File: config.mk
export PLATFORM = sky130hd
export DESIGN_NAME = mem_resync_engine
export DESIGN_NICKNAME = d
export VERILOG_FILES = /design/src/rtl/resync_pkg.sv /design/src/rtl/resync_vote.sv /design/src/rtl/resync_seq.sv /design/src/rtl/resync_tally.sv /design/src/rtl/mem_resync_engine.sv
export SDC_FILE = /design/constraint.sdc
export NUM_CORES = 1
export LEC_CHECK = 0
export BUFFER_PORTS_ARGS = -buffer_cell sky130_fd_sc_hd__buf_2
export CORE_AREA = 2 2 120 122
export CTS_CLUSTER_DIAMETER = 40
export CTS_CLUSTER_SIZE = 20
export DETAILED_ROUTE_END_ITERATION = 8
export DIE_AREA = 0 0 122 124
export HOLD_SLACK_MARGIN = 0.12
export PLACE_DENSITY = 0.67
export SKIP_CTS_REPAIR_TIMING = 1
export SYNTH_ARGS = -nofsm -noshare
export SYNTH_HDL_FRONTEND = slang
export SYNTH_SLANG_ARGS = --single-unit
export TNS_END_PERCENT = 30
File: constraint.sdc
create_clock -name clk -period 8.7 [get_ports clk]
set_clock_uncertainty 0.2 [all_clocks]
set_input_delay 0.87 -clock clk [delete_from_list [all_inputs] [get_ports clk]]
set_output_delay 0.87 -clock clk [all_outputs]
set_load 0.01 [all_outputs]
File: src/rtl/resync_pkg.sv
package resync_pkg;
  localparam int NTILE   = 4;
  localparam int MAJ_MIN = 3;
  localparam int HIT_W   = $clog2(NTILE + 1);

  typedef enum logic [1:0] {
    ST_IDLE  = 2'd0,
    ST_READ  = 2'd1,
    ST_CMP   = 2'd2,
    ST_WRITE = 2'd3
  } rs_state_t;
endpackage

File: src/rtl/resync_vote.sv
module resync_vote
  import resync_pkg::*;
#(
  parameter int DATA_W = 16
) (
  input  logic [NTILE*DATA_W-1:0] words_i,
  output logic [DATA_W-1:0]       winner_o,
  output logic                    found_o,
  output logic [NTILE-1:0]        differ_o
);
  logic [DATA_W-1:0] lane [NTILE];
  logic [HIT_W-1:0]  hits [NTILE];
  logic [NTILE-1:0]  agree;

  genvar g;
  generate
    for (g = 0; g < NTILE; g++) begin : g_lane
      assign lane[g] = words_i[g*DATA_W +: DATA_W];
    end
  endgenerate

  always_comb begin
    for (int i = 0; i < NTILE; i++) begin
      hits[i] = '0;
      for (int j = 0; j < NTILE; j++) begin
        hits[i] = hits[i] + HIT_W'(lane[i] == lane[j]);
      end
      agree[i] = (hits[i] >= HIT_W'(MAJ_MIN));
    end
  end

  always_comb begin
    winner_o = '0;
    for (int i = NTILE - 1; i >= 0; i--) begin
      if (agree[i]) winner_o = lane[i];
    end
    found_o = |agree;
    for (int j = 0; j < NTILE; j++) begin
      differ_o[j] = found_o && (lane[j] != winner_o);
    end
  end
endmodule

File: src/rtl/resync_seq.sv
module resync_seq
  import resync_pkg::*;
#(
  parameter int DATA_W     = 16,
  parameter int ADDR_W     = 4,
  parameter int MAX_PASSES = 4
) (
  input  logic              clk,
  input  logic              rst,
  input  logic              start_i,
  input  logic              found_i,
  input  logic [NTILE-1:0]  differ_i,
  input  logic [DATA_W-1:0] winner_i,
  output logic [ADDR_W-1:0] addr_o,
  output logic [NTILE-1:0]  we_o,
  output logic [DATA_W-1:0] wdata_o,
  output logic              done_o,
  output logic              unrecov_o,
  output logic              clr_o
);
  localparam int DEPTH  = 1 << ADDR_W;
  localparam int PASS_W = $clog2(MAX_PASSES + 1);

  rs_state_t         state_q;
  logic [PASS_W-1:0] pass_q;
  logic              dirty_q;
  logic              at_last;
  logic              step;

  assign at_last = (addr_o == ADDR_W'(DEPTH - 1));
  assign step    = (state_q == ST_WRITE) ||
                   ((state_q == ST_CMP) && found_i && !(|differ_i));
  assign clr_o   = (state_q == ST_IDLE) && start_i;

  always_ff @(posedge clk) begin
    if (rst) begin
      state_q   <= ST_IDLE;
      pass_q    <= '0;
      dirty_q   <= 1'b0;
      addr_o    <= '0;
      we_o      <= '0;
      wdata_o   <= '0;
      done_o    <= 1'b0;
      unrecov_o <= 1'b0;
    end else begin
      we_o <= '0;
      case (state_q)
        ST_IDLE: begin
          if (start_i) begin
            done_o    <= 1'b0;
            unrecov_o <= 1'b0;
            addr_o    <= '0;
            pass_q    <= PASS_W'(1);
            dirty_q   <= 1'b0;
            state_q   <= ST_READ;
          end
        end
        ST_READ: state_q <= ST_CMP;
        ST_CMP: begin
          if (!found_i) begin
            unrecov_o <= 1'b1;
            state_q   <= ST_IDLE;
          end else if (|differ_i) begin
            we_o    <= differ_i;
            wdata_o <= winner_i;
            dirty_q <= 1'b1;
            state_q <= ST_WRITE;
          end
        end
        default: ;
      endcase

      if (step) begin
        if (!at_last) begin
          addr_o  <= addr_o + 1'b1;
          state_q <= ST_READ;
        end else if (!dirty_q && (state_q == ST_CMP)) begin
          done_o  <= 1'b1;
          state_q <= ST_IDLE;
        end else if (pass_q == PASS_W'(MAX_PASSES)) begin
          unrecov_o <= 1'b1;
          state_q   <= ST_IDLE;
        end else begin
          pass_q  <= pass_q + 1'b1;
          dirty_q <= 1'b0;
          addr_o  <= '0;
          state_q <= ST_READ;
        end
      end
    end
  end
endmodule

File: src/rtl/resync_tally.sv
module resync_tally
  import resync_pkg::*;
#(
  parameter int CNT_W = 8
) (
  input  logic                   clk,
  input  logic                   rst,
  input  logic                   clr_i,
  input  logic [NTILE-1:0]       inc_i,
  output logic [NTILE*CNT_W-1:0] cnt_o
);
  genvar g;
  generate
    for (g = 0; g < NTILE; g++) begin : g_cnt
      logic [CNT_W-1:0] val_q;
      always_ff @(posedge clk) begin
        if (rst || clr_i) begin
          val_q <= '0;
        end else if (inc_i[g] && (val_q != {CNT_W{1'b1}})) begin
          val_q <= val_q + 1'b1;
        end
      end
      assign cnt_o[g*CNT_W +: CNT_W] = val_q;
    end
  endgenerate
endmodule

File: src/rtl/mem_resync_engine.sv
module mem_resync_engine
  import resync_pkg::*;
#(
  parameter int DATA_W     = 16,
  parameter int ADDR_W     = 4,
  parameter int MAX_PASSES = 4,
  parameter int CNT_W      = 8
) (
  input  logic                    clk,
  input  logic                    rst,
  input  logic                    start,
  output logic                    done,
  output logic                    unrecov,
  output logic [ADDR_W-1:0]       mem_addr,
  output logic [NTILE-1:0]        mem_we,
  output logic [DATA_W-1:0]       mem_wdata,
  input  logic [NTILE*DATA_W-1:0] mem_rdata,
  output logic [NTILE*CNT_W-1:0]  corr_count
);
  logic [DATA_W-1:0] winner;
  logic              found;
  logic [NTILE-1:0]  differ;
  logic              clr_cnt;

  resync_vote #(.DATA_W(DATA_W)) u_vote (
    .words_i  (mem_rdata),
    .winner_o (winner),
    .found_o  (found),
    .differ_o (differ)
  );

  resync_seq #(
    .DATA_W     (DATA_W),
    .ADDR_W     (ADDR_W),
    .MAX_PASSES (MAX_PASSES)
  ) u_seq (
    .clk       (clk),
    .rst       (rst),
    .start_i   (start),
    .found_i   (found),
    .differ_i  (differ),
    .winner_i  (winner),
    .addr_o    (mem_addr),
    .we_o      (mem_we),
    .wdata_o   (mem_wdata),
    .done_o    (done),
    .unrecov_o (unrecov),
    .clr_o     (clr_cnt)
  );

  resync_tally #(.CNT_W(CNT_W)) u_tally (
    .clk   (clk),
    .rst   (rst),
    .clr_i (clr_cnt),
    .inc_i (mem_we),
    .cnt_o (corr_count)
  );
endmodule

# Word-level counts from Yosys, hierarchy flattened
# Cells that the tools add are included.
dict set report classes {
  n_reduce_logical 23
  magnitude_cmp 4
  n_bitwise 3
  mux 44
  add_sub_neg 18
  eq_ne 27
}
# cell count
set op_table {}
lappend op_table {{$eq 16x16->1} 12}
lappend op_table {{$mux 16} 4}
lappend op_table {{$ne 16x16->1} 4}
lappend op_table {{$add 8x1->8 const B} 4}
lappend op_table {{$ne 8x8->1 const B} 4}
lappend op_table {{$mux 4} 6}
lappend op_table {{$mux 1} 19}
lappend op_table {{$add 3x1->3} 6}
lappend op_table {{$mux 3} 6}
lappend op_table {{$ge 3x2->1 const B} 4}
lappend op_table {{$logic_and 1x1->1} 12}
lappend op_table {{$mux 2} 6}
lappend op_table {{$reduce_or 4->1} 3}
lappend op_table {{$add 3x1->3 const B} 3}
lappend op_table {{$pmux 2 s3} 1}
lappend op_table {{$reduce_and 3->1} 2}
lappend op_table {{$add 1x1->2} 2}
lappend op_table {{$add 4x1->4 const B} 1}
lappend op_table {{$eq 2x2->1 const B} 2}
lappend op_table {{$eq 4x4->1 const B} 1}
lappend op_table {{$ne 4x4->1 const B} 1}
lappend op_table {{$pmux 1 s2} 2}
lappend op_table {{$reduce_bool 4->1} 1}
lappend op_table {{$eq 3x3->1 const B} 1}
lappend op_table {{8 further kinds} 12}
dict set report word_totals {
  output_inout_bits 58
  inputBits 67
  ff_bits 64
}

# Longest topological paths before layout
# Gate-level depths: netlist of the first run.
dict set report logic_depth {
  word_depth 19
  ltp_mapped 20
}

# Modules after synthesis
# From an unflattened synthesis of the first run, not the netlist that was laid out.
dict set report hier_totals {
  hier_cells 794
  hier_area_um2 6024.5
}
# mod area_each_um2 instances cells_each
set by_module_without_submodules {}
lappend by_module_without_submodules {resync_vote 3042.9 1 452}
lappend by_module_without_submodules {resync_tally 1542.7 1 171}
lappend by_module_without_submodules {resync_seq 1438.9 1 171}

# Worst setup path before layout of the first run
# Ideal clock, no wire load.
dict set report synth_timing {
  path_type {in2reg}
  startpoint {input mem_rdata[20]}
  endpoint {register u_seq.pass_q[2]}
  path_slack_ns 3.717
  t_arrival_ns 4.651
  stages 17
  n_path_buf 3
  path_cell_list {clkbuf_1 > xnor2_1 > nand4_1 > nor4_1 > fa_1 > buf_2 > and2_1 > a21boi_2 > a221oi_2 > xor2_1 > or4_1 > o31ai_2 > and2b_1 > a31oi_2 > buf_6 > nor4_1 > o32ai_1}
}
dict set report synth_between {
  elab_chain_len 16
  word_cells_on_any_way 41
  cone_classes {add/sub (12); order compare (4); eq/ne (10); mux (5); reduce/logical (10)}
}
# element line_no
set synth_lines {}
lappend synth_lines {{start: declaration} mem_resync_engine.sv:17} ;# input logic [NTILE*DATA_W-1:0] mem_rdata,
lappend synth_lines {{$eq 16x16->1} resync_vote.sv:26} ;# hits[i] = hits[i] + HIT_W'(lane[i] == lane[j]);
lappend synth_lines {{$add 1x1->2} resync_vote.sv:26}
lappend synth_lines {{$add 3x1->3 (2 in series)} resync_vote.sv:26}
lappend synth_lines {{$ge 3x2->1} resync_vote.sv:28} ;# agree[i] = (hits[i] >= HIT_W'(MAJ_MIN));
lappend synth_lines {{$mux 16 (4 in series)} resync_vote.sv:35} ;# if (agree[i]) winner_o = lane[i];
lappend synth_lines {{$ne 16x16->1} resync_vote.sv:39} ;# differ_o[j] = found_o && (lane[j] != winner_o);
lappend synth_lines {{$logic_and 1x1->1} resync_vote.sv:39}
lappend synth_lines {{$reduce_or 4->1} resync_seq.sv:32} ;# ((state_q == ST_CMP) && found_i && !(|differ_i));
lappend synth_lines {{$logic_not 1->1} resync_seq.sv:32}
lappend synth_lines {{$logic_and 1x1->1 (*)} resync_seq.sv:32}
lappend synth_lines {{$logic_or 1x1->1 (*)} resync_seq.sv:31} ;# assign step = (state_q == ST_WRITE) ||
lappend synth_lines {{$mux 3 (*)} resync_seq.sv:73} ;# if (step) begin
lappend synth_lines {{end signal: assignment} resync_seq.sv:84} ;# pass_q <= pass_q + 1'b1;
lappend synth_lines {{end: declaration} resync_seq.sv:25} ;# logic [PASS_W-1:0] pass_q;
# Every way passes the cells marked *; elsewhere a longest branch is shown, timed or not.
# A chain may end at the register's enable or synchronous reset.

# Final worst setup path of the first run
dict set report layout_timing {
  startpoint {input mem_rdata[10]}
  endpoint {register u_seq.addr_o[1]}
}
dict set report layout_between {
  elab_chain_len 16
  word_cells_on_any_way 41
  cone_classes {add/sub (12); order compare (4); eq/ne (10); mux (5); reduce/logical (10)}
}
# element line_no
set layout_lines {}
lappend layout_lines {{$eq 16x16->1} resync_vote.sv:26}
lappend layout_lines {{$add 1x1->2} resync_vote.sv:26}
lappend layout_lines {{$add 3x1->3 (2 in series)} resync_vote.sv:26}
lappend layout_lines {{$ge 3x2->1} resync_vote.sv:28}
lappend layout_lines {{$mux 16 (4 in series)} resync_vote.sv:35}
lappend layout_lines {{$ne 16x16->1} resync_vote.sv:39}
lappend layout_lines {{$logic_and 1x1->1} resync_vote.sv:39}
lappend layout_lines {{$reduce_or 4->1} resync_seq.sv:32}
lappend layout_lines {{$logic_not 1->1} resync_seq.sv:32}
lappend layout_lines {{$logic_and 1x1->1 (*)} resync_seq.sv:32}
lappend layout_lines {{$logic_or 1x1->1 (*)} resync_seq.sv:31}
lappend layout_lines {{$mux 4 (*)} resync_seq.sv:73}
lappend layout_lines {{end signal: assignment} resync_seq.sv:75} ;# addr_o <= addr_o + 1'b1;
lappend layout_lines {{end: declaration} resync_seq.sv:14} ;# output logic [ADDR_W-1:0] addr_o,
# Marks and branches as above.

==> results.toml, run 1 <==
[outcome]
outcome = "finished, final reports clean"

[clock_tree]
worstSkewPairLatency_ns = 0.33
cts_root_buffer = "clkbuf_16"
clk_pin_slew_worst_paths_ns = 0.06
cts_buffer_depth = 2
numCtsBuffers = 9
htree_levels = 3
clock_sinks = 64
cts_tree = "done"

[global_routing]
grt_overflow = 0
grt_pass1_vias = 5431
grt_max_degree = 33
grt_pass1_wl_um = 29200
antenna_found_initial = 0
grt_usage_pct = 25.0

[setup_path]
cp_data_required_time_ns = 8.72
crit_type = "input pin to flop"
endpoint_kind = "flop"
crit_fanout = 19
rr_worst_depth = 6
r2r_start = "u_seq.state_q[0]"
crit_start = "mem_rdata[10]"
arrival_ns = 6.21
cp-endpoint = "u_seq.addr_o[1]"
reg2reg_slack_ns = 6.42
start_kind = "input pin"
r2r_end = "u_seq.done_o"

[power_and_ir_drop]
ir_worst_vdd_uv = 63.2
p_leak_uw = 0.00293
p_per_area_nw_per_um2 = 123

[yosys]
synth_compound_area_share_pct = 16.8
syn-instance-count = 792
syn_nets = 874
seq_area_frac_synth_pct = 20.9
synth_mux_area_share_pct = 2.78
synth-async-reset-ratio_pct = 0
synth_top_family_by_area = "simple AND/OR/NAND/NOR gates"
synthSimpleGateAreaFrac_pct = 25.1
yosys_register_bits = 64
syn-cell-area_um2 = 6130
synth_cell_types = 76
avgSynthCellArea_um2 = 7.73
synthAdderAreaFrac_pct = 3.55
synth_flop_cell = "dfxtp_1"
synth_xor_area_share_pct = 22.6
synth-edff-count = 0
yosys_warnings = 0

[sta]
hold_violations = 0
slew_headroom_pct = 40.4
setup_tns_ns = 0
period_share_pct = 71.1
rsz0062_at_grt = "false"
fmax_ghz = 0.162
setup_viol_count_final = 0
holdWs_ns = 0.259
slew_violations = 0
min_period_ns = 6.19
tightestPinTransition_ns = 0.891

[place]
place_area_um2 = 6610
io_buffers = 124
dp.final_hpwl_um = 14800
gp_congestion = 1.01

[die]
initial_core_util_pct = 44.7
die_width_um = 122
die_h_um = 124
core_um2 = 13700
dieArea_um2 = 15100
core.rowCount = 43
io_pins = 125

[routing]
final_antenna_net_count = 0
drt-total-wl_um = 19100
dr.pass1.iters = 5
wl_per_cell_um = 18.5
viasPerCell = 5.74
drt_iter0_drc = 558
drc = 0
num_vias = 5896

[cells_and_area]
final_nets = 925
design_area_um2 = 6910
fill_cells = 1371
final_layout_size_suffix_gt1_share_pct = 19.8
antenna_cells = 0
areaGrowthSynthToFinish_pct = 12.8

[hold_path]
min_path_type = "flop to flop"

[flow_run]
max_cap_viol_count = 0
==> Yosys cell counts, drive strengths merged (2+ instances only) <==
| master | n | share of area [%] |
|---|---|---|
| nor2b | 10 | 1.1 |
| and3 | 17 | 1.7 |
| nor4 | 31 | 3.3 |
| nor2 | 64 | 3.9 |
| a31oi | 6 | 0.71 |
| a2111oi | 6 | 0.86 |
| buf | 29 | 2.8 |
| nor3 | 18 | 1.7 |
| and2b | 2 | 0.25 |
| xor2 | 109 | 16 |
| o41ai | 2 | 0.29 |
| a211o | 2 | 0.29 |
| a311oi | 8 | 2.1 |
| o22ai | 5 | 0.51 |
| or4 | 3 | 0.37 |
| a211oi | 5 | 0.69 |
| o2bb2ai | 3 | 0.43 |
| o32ai | 2 | 0.29 |
| o31ai | 5 | 0.78 |
| o2111ai | 7 | 1.0 |
| a21oi | 31 | 2.5 |
| xnor2 | 49 | 7.0 |
| a22oi | 2 | 0.25 |
| and2 | 4 | 0.41 |
| mux2i | 17 | 2.8 |
| o21a | 2 | 0.25 |
| a221oi | 4 | 0.67 |
| o311ai | 2 | 0.41 |
| nand2b | 26 | 2.7 |
| nand2 | 41 | 2.6 |
| and3b | 6 | 0.86 |
| a32oi | 2 | 0.29 |
| inv | 27 | 1.7 |
| nand4 | 26 | 2.7 |
| fa | 4 | 1.3 |
| or3 | 7 | 0.71 |
| and4 | 2 | 0.29 |
| nand3 | 19 | 1.7 |
| ha | 11 | 2.2 |
| o21ai | 33 | 2.8 |
| or2 | 5 | 0.51 |
| dfxtp | 64 | 21 |
| clkbuf | 60 | 3.8 |
==> critical path, stage by stage <==
cell and delay, ns:
buf_2 0.16, xor2_1 0.18, nor4_1 0.47, nand4_1 0.28, fa_1 0.79, buf_4 0.33, nand2b_1 0.17, a21boi_2 0.18
a221oi_2 0.53, xor2_1 0.14, or4_1 0.67, o31ai_2 0.36, and2b_1 0.20, a31oi_2 0.28, o21ai_1 0.31, a2bb2o_1 0.29
==> worst min-delay path by stage <==
stage                                  from                end  slack, ns  depth (start not counted)
after floorplan             u_seq.pass_q[1]    u_seq.pass_q[1]       0.25                          2
after global placement     u_seq.wdata_o[4]   u_seq.wdata_o[4]       0.24                          2
after detailed placement  u_seq.wdata_o[15]  u_seq.wdata_o[15]       0.25                          2
after CTS                 u_seq.wdata_o[15]  u_seq.wdata_o[15]       0.26                          2
after global routing      u_seq.wdata_o[15]  u_seq.wdata_o[15]       0.30                          2
final                      u_seq.wdata_o[4]   u_seq.wdata_o[4]       0.26                          2
==> stage by stage <==
step	power (µW)	utilization, %	setup slack, ns	cells
floorplan	440	-	3.72	792
global placement	487	48.1	2.32	1012
detailed placement	486	48.1	2.28	1012
CTS	851	50.4	2.63	1028
global route	882	50.4	2.27	1028
finish	849	50.4	2.51	1028
==> state kept, by name (all words and copies together) (netlist names) <==
register / flops
u_seq.addr_o: 4
u_seq.dirty_q: 1
u_seq.done_o: 1
u_seq.pass_q: 3
u_seq.state_q: 2
u_seq.unrecov_o: 1
u_seq.wdata_o: 16
u_seq.we_o: 4
u_tally.g_cnt.val_q: 32
==> where the power goes <==
group	internal [µW]	switching (µW)	leakage [µW]	total (µW)
combinational	66.8	115	0.00227	182
clock	230	134	0.000145	364
sequential	298	4.47	0.000516	303
==> kinds of logic (layout without fill, tap and decap cells) <==
logic type | count (synthesis) | count (layout)
flip-flops | 64 | 64
multiplexers | 17 | 17
AND/OR/NAND/NOR | 284 | 284
XOR/XNOR | 158 | 158
AO/OA/AOI/OAI | 138 | 138
adder cells (fa/ha/maj) | 15 | 15
buffers and inverters | 116 | 172
==> cell usage in the layout (no fill, tap or decap), types with 6 or more instances in the layout <==
cell,n
buf_2,124
o2111ai_1,7
nand2b_1,26
mux2i_1,17
inv_1,27
xor2_1,109
ha_1,11
o21ai_0,27
nand2_1,40
nand3_1,17
nor2b_1,9
nor4_1,30
and3_1,17
xnor2_1,49
and3b_1,6
a2111oi_0,6
or3_1,7
nand4_1,26
nor2_1,64
dfxtp_1,64
a21oi_1,31
nor3_1,17
clkbuf_16,9
==> routing by layer <==
metal  track usage, %  wire length, µm  vias up
met5                0                0        -
met2             38.8             8590      271
met3             5.04             1490       51
li1                 -                -     2856
met4             10.5              708        0
met1             33.6             8280     2718
==> layout make-up <==
class                      count  area, µm²  share of cell area [%]
multi-input combinational    612       4340                    62.8
sequential                    64       1280                    18.5
timing repair buffer         129        658                    9.52
clock buffer                  10        239                    3.46
tap                          180        225                    3.26
inverter                      27        101                    1.47
clock inverter                 6       67.6                   0.978
No activity file was read; power rests on OpenSTA's default activity.
==> inputs of run 2 (changes only) <==
--- a/config.mk
+++ b/config.mk
@@ -5,14 +5,15 @@
 export SDC_FILE = /design/constraint.sdc
 export NUM_CORES = 1
 export LEC_CHECK = 0
+export ABC_AREA = 1
 export BUFFER_PORTS_ARGS = -buffer_cell sky130_fd_sc_hd__buf_2
-export CORE_AREA = 2 2 120 122
+export CORE_AREA = 2 2 123 125
 export CTS_CLUSTER_DIAMETER = 40
 export CTS_CLUSTER_SIZE = 20
 export DETAILED_ROUTE_END_ITERATION = 8
-export DIE_AREA = 0 0 122 124
+export DIE_AREA = 0 0 125 127
 export HOLD_SLACK_MARGIN = 0.12
-export PLACE_DENSITY = 0.67
+export PLACE_DENSITY = 0.68
 export SKIP_CTS_REPAIR_TIMING = 1
 export SYNTH_ARGS = -nofsm -noshare
 export SYNTH_HDL_FRONTEND = slang
==> constraint.sdc (replaced) <==
create_clock -name clk -period 5.55 [get_ports clk]
set_clock_uncertainty 0.2 [all_clocks]
set_input_delay 0.555 -clock clk [delete_from_list [all_inputs] [get_ports clk]]
set_output_delay 0.555 -clock clk [all_outputs]
set_load 0.01 [all_outputs]
==> run 2 against run 1 <==
  * Clock-buffer cell count down 1
  * Power increased by 64%
  * Utilization rose by 0.53 points
  * Sequential cell count did not move
  * Hold slack gained 0.0078 ns
  * Sequential share of layout area fell by 1.1 points
  * Synthesized area up 4.1%
  * Critical path depth increased by 10
  * Largest cell class unchanged
==> results.toml, run 2 <==
[place]
dp.final_hpwl_um = 15200
dpl_worst_slack_ns = 0.433
gp_congestion = 0.955
io_buffers = 124
placedCellCount = 1310

[yosys]
seq_area_frac_synth_pct = 20.1
synth_flop_cell = "dfxtp_1"
netlist.area_leader.share_pct = 20.1
yosys_warnings = 0
synth-edff-count = 0
avgSynthCellArea_um2 = 6.10
yosys.area.top_type = "dfxtp_1"
synth_commonest_cells = "nand2_1 (279), nor2_1 (117), nand3_1 (113)"
synth_cell_types = 49
syn-cell-area_um2 = 6370
synth_area_leaders = "dfxtp_1 (20%), nand2_1 (16%), nand3_1 (8.9%), nor2_1 (6.9%), inv_1 (6.1%)"
synth-async-reset-ratio_pct = 0
yosys_register_bits = 64
syn-instance-count = 1045
yosysMostFrequentCell = "nand2_1"
syn_nets = 1127

[die]
dieArea_um2 = 15900
die_width_um = 125
core.rowCount = 44
io_pins = 125
die_h_um = 127
core_um2 = 14400
initial_core_util_pct = 44.2

[sta]
hold_violations = 0
min_period_ns = 4.84
period_share_pct = 87.2
tightestPinTransition_ns = 0.728
fmax_ghz = 0.207
setup_viol_count_final = 0
rsz0062_at_grt = "false"
layout_setup_ws_ns = 0.712
slew_headroom_pct = 50.8
setup_tns_ns = 0
slew_violations = 0

[clock_tree]
clock_sinks = 64
cts_buffer_depth = 2
numCtsBuffers = 9
cts_tree = "done"
htree_levels = 3
clk_pin_slew_worst_paths_ns = 0.06
worstSkewPairLatency_ns = 0.33
cts_root_buffer = "clkbuf_16"

[global_routing]
grt_pass1_wl_um = 30400
grt_pass1_vias = 6204
grt_usage_pct = 23.4
grt_max_degree = 20
antenna_found_initial = 0
grt_overflow = 0

[cells_and_area]
layout_commonest_cell = "nand2_1"
areaGrowthSynthToFinish_pct = 15.2
final_nets = 1219
largest_register = "u_tally.g_cnt.val_q"
final_util_pct = 50.9
layout_common_cells = "nand2_1 (279), buf_2 (124), nor2_1 (117)"
final_layout_size_suffix_gt1_share_pct = 20.7
fill_cells = 1531
largest_register_ff_count = 32
top_regs = "u_tally.g_cnt.val_q (32), u_seq.wdata_o (16)"
fin_cells = 1326
antenna_cells = 0

[setup_path]
arrival_ns = 4.86
cpMostUsedCell = "nand2_1"
rr_worst_depth = 10
start_kind = "input pin"
crit_slowest_cell = "fa_1"
endpoint_kind = "flop"
crit_fanout = 17
cp_data_required_time_ns = 5.58
critPathMaxStageDelay_ns = 0.61
crit_type = "input pin to flop"

[power_and_ir_drop]
p_leak_uw = 0.00355
ir_worst_vdd_uv = 168
p_per_area_nw_per_um2 = 189

[routing]
drt-total-wl_um = 18900
num_vias = 6875
dr.pass1.iters = 6
drc = 0
final_antenna_net_count = 0
drt_iter0_drc = 638
wl_per_cell_um = 14.3
viasPerCell = 5.18

[flow_run]
max_cap_viol_count = 0

[outcome]
outcome = "finished, final reports clean"

[hold_path]
hold_depth = 2
min_path_type = "flop to flop"
run 2: final cells by class:
class                      count  area, µm²  share of cell area [%]
multi-input combinational    820       4420                    60.2
sequential                    64       1280                    17.4
clock inverter                 7       78.8                    1.07
clock buffer                   9        225                    3.07
tap                          184        230                    3.14
timing repair buffer         134        696                    9.47
inverter                     108        408                    5.55
run 2: kinds of logic (layout without fill, tap and decap cells):
family | after synthesis | in the layout | share of synthesized area [%]
buffers and inverters | 161 | 258 | 10.5
DFF | 64 | 64 | 20.1
xor gates and xnor gates | 68 | 68 | 9.34
and+or+nand+nor | 633 | 633 | 46.1
adders and majority gates | 15 | 15 | 3.42
AOI/OAI and AO/OA | 104 | 104 | 10.5
run 2: worst paths after layout:
kind / from / end / slack [ns]
max: mem_rdata[21] / u_seq.pass_q[0] / 0.71
min: u_seq.done_o / u_seq.done_o / 0.27
max reg2reg: u_seq.state_q[0] / u_seq.pass_q[2] / 3.17
min reg2reg: u_seq.done_o / u_seq.done_o / 0.27
run 2: routing by layer:
layer / track usage (%) / share of wire [%] / vias up
met5: 0 / 0 / -
li1: - / - / 3532
met1: 31.7 / 46 / 3060
met3: 4.98 / 7.4 / 38
met2: 37.2 / 44 / 245
met4: 7.58 / 2.7 / 0
run 2: metrics by stage:
| step | hold slack, ns | total power, µW | area, µm² |
|---|---|---|---|
| floorplan | 0.280 | 727 | 6370 |
| global placement | 0.269 | 826 | 7040 |
| detailed placement | 0.272 | 826 | 7040 |
| CTS | 0.279 | 1400 | 7340 |
| global route | 0.296 | 1470 | 7340 |
| finish | 0.267 | 1390 | 7340 |
run 2: worst max-delay path: cells and delay by family:
| kind | cells | cell delay [ns] |
|---|---|---|
| AND/OR/NAND/NOR | 16 | 1.94 |
| AO/OA/AOI/OAI | 3 | 0.83 |
| buffers and inverters | 5 | 0.70 |
| adder cells (fa/ha/maj) | 1 | 0.61 |
| XOR/XNOR | 1 | 0.20 |
run 2: power by group:
group          internal [µW]  switching (µW)  total [µW]
Sequential               472            11.1         483
Clock                    351             218         569
Combinational            122             214         336
==> inputs of run 3 (changes only) <==
--- a/config.mk
+++ b/config.mk
@@ -7,13 +7,15 @@
 export LEC_CHECK = 0
 export ABC_AREA = 1
 export BUFFER_PORTS_ARGS = -buffer_cell sky130_fd_sc_hd__buf_2
-export CORE_AREA = 2 2 123 125
+export CELL_PAD_IN_SITES_DETAIL_PLACEMENT = 1
+export CELL_PAD_IN_SITES_GLOBAL_PLACEMENT = 2
+export CORE_AREA = 2 2 157 159
 export CTS_CLUSTER_DIAMETER = 40
 export CTS_CLUSTER_SIZE = 20
 export DETAILED_ROUTE_END_ITERATION = 8
-export DIE_AREA = 0 0 125 127
+export DIE_AREA = 0 0 159 161
 export HOLD_SLACK_MARGIN = 0.12
-export PLACE_DENSITY = 0.68
+export PLACE_DENSITY_LB_ADDON = 0.1
 export SKIP_CTS_REPAIR_TIMING = 1
 export SYNTH_ARGS = -nofsm -noshare
 export SYNTH_HDL_FRONTEND = slang
==> run 3 against run 2 <==
  * Global-route usage decreased by 3.8 points
  * Sequential power about the same
  * Sequential cell count unchanged
  * Utilization decreased by 19 points
  * Fmax decreased by 3.9%
  * Register-to-register slack got worse by 0.05 ns
  * Final area increased by 3.0%
  * Non-clock buffer count increased by 10
  * Combinational power increased by 6.5%
  * Critical endpoint is now u_seq.wdata_o[4]
  * Clock-buffer cell count increased by 3
  * Setup slack got worse by 0.20 ns
  * Largest cell class unchanged
  * Critical path type unchanged
  * Power decreased by 0.77%
==> results.toml, run 3 (synthesis results as in run 2) <==
[cells_and_area]
largest_register_ff_count = 32
fin_cells = 1475
layout_common_cells = "nand2_1 (279), buf_2 (124), nor2_1 (117)"
design_area_um2 = 7560
top_regs = "u_tally.g_cnt.val_q (32), u_seq.wdata_o (16)"
antenna_cells = 0
areaGrowthSynthToFinish_pct = 18.7
largest_register = "u_tally.g_cnt.val_q"
layout_commonest_cell = "nand2_1"
final_nets = 1229
final_layout_size_suffix_gt1_share_pct = 21.2

[flow_run]
max_cap_viol_count = 0

[die]
core_um2 = 24000
initial_core_util_pct = 26.6
die_h_um = 161
dieArea_um2 = 25600
io_pins = 125
die_width_um = 159
core.rowCount = 57

[setup_path]
cpMostUsedCell = "nand2_1"
critPathMaxStageDelay_ns = 0.68
crit_slowest_cell = "a2111oi_1"
cp.buffers_inverters = 7
arrival_ns = 5.10
cp_top_family = "simple AND/OR/NAND/NOR gates"
crit_type = "input pin to flop"
r2r_start = "u_seq.state_q[0]"
cp-endpoint = "u_seq.wdata_o[4]"
cp.depth = 27
start_kind = "input pin"
reg2reg_slack_ns = 3.12
r2r_end = "u_seq.pass_q[2]"
rr_worst_depth = 10
crit_start = "mem_rdata[17]"
crit_fanout = 12
endpoint_kind = "flop"
cp_data_required_time_ns = 5.62

[place]
io_buffers = 124
place_area_um2 = 7290
gp_congestion = 0.863
dp.final_hpwl_um = 20500
placedCellCount = 1460
dpl_worst_slack_ns = -0.0299

[outcome]
outcome = "finished, final reports clean"

[sta]
rsz0062_at_grt = "false"
fmax_ghz = 0.199
min_period_ns = 5.03
slew_headroom_pct = 50.3
hold_violations = 0
period_share_pct = 90.7
layout_setup_ws_ns = 0.515
tightestPinTransition_ns = 0.735
setup_viol_count_final = 0
setup_tns_ns = 0
slew_violations = 0

[power_and_ir_drop]
p_per_area_nw_per_um2 = 182
power.total_uw = 1380
ir_worst_vdd_uv = 141
p_leak_uw = 0.00360

[routing]
viasPerCell = 4.69
drc = 0
drt_iter0_drc = 265
num_vias = 6919
drt-total-wl_um = 25100
wl_per_cell_um = 17.0
dr.pass1.iters = 4
final_antenna_net_count = 0

[clock_tree]
cts_root_buffer = "clkbuf_16"
clk_pin_slew_worst_paths_ns = 0.06
clock_sinks = 64
cts_buffer_depth = 2
numCtsBuffers = 9
worstSkewPairLatency_ns = 0.33
cts_tree = "done"
htree_levels = 3

[global_routing]
grt_pass1_vias = 6929
grt_overflow = 0
antenna_found_initial = 0
grt_pass1_wl_um = 39200
grt_max_degree = 20
grt_usage_pct = 19.6

[hold_path]
min_path_type = "flop to flop"
[run 3: layer usage]
layer / vias up / global-route usage, % / share of wire [%]
met3: 18 / 2.26 / 2.9
li1: 3550 / - / -
met4: 0 / 4.30 / 1.4
met5: - / 0 / 0
met2: 116 / 34.1 / 48
met1: 3235 / 26.0 / 48
[run 3: cell type report]
cell class / count / area, µm²
clock buffers: 12 / 256
flip-flops and latches: 64 / 1280
repair buffers: 144 / 771
fillers: 3225 / 16400
well taps: 324 / 405
multi-input cells: 820 / 4430
inverters: 108 / 408
clock inverters: 3 / 17.5
[run 3: worst min-delay path by stage]
stage	startpoint	to	slack, ns	cells past startpoint
after floorplan	u_seq.done_o	u_seq.done_o	0.28	2
after global placement	u_seq.done_o	u_seq.done_o	0.26	2
after detailed placement	u_seq.done_o	u_seq.done_o	0.27	2
after CTS	u_seq.done_o	u_seq.done_o	0.28	2
after global routing	u_tally.g_cnt[1].val_q[7]	u_tally.g_cnt[1].val_q[7]	0.32	1
final	u_seq.done_o	u_seq.done_o	0.27	2
[run 3: stage by stage]
stage | utilization (%) | hold slack (ns)
floorplan | - | 0.280
CTS | 31.6 | 0.282
detailed placement | 30.4 | 0.273
global route | 31.6 | 0.322
global placement | 30.4 | 0.256
finish | 31.6 | 0.274
[run 3: worst min-delay path, cell delays in order, from the launching register on]
cell	delay, ns
dfxtp_1	0.31
nand2_1	0.07
o21ai_1	0.05
[run 3: power by group]
| group | internal (µW) | switching [µW] |
|---|---|---|
| logic | 124 | 235 |
| clock network | 323 | 213 |
| registers | 472 | 11.6 |
| total | 919 | 460 |
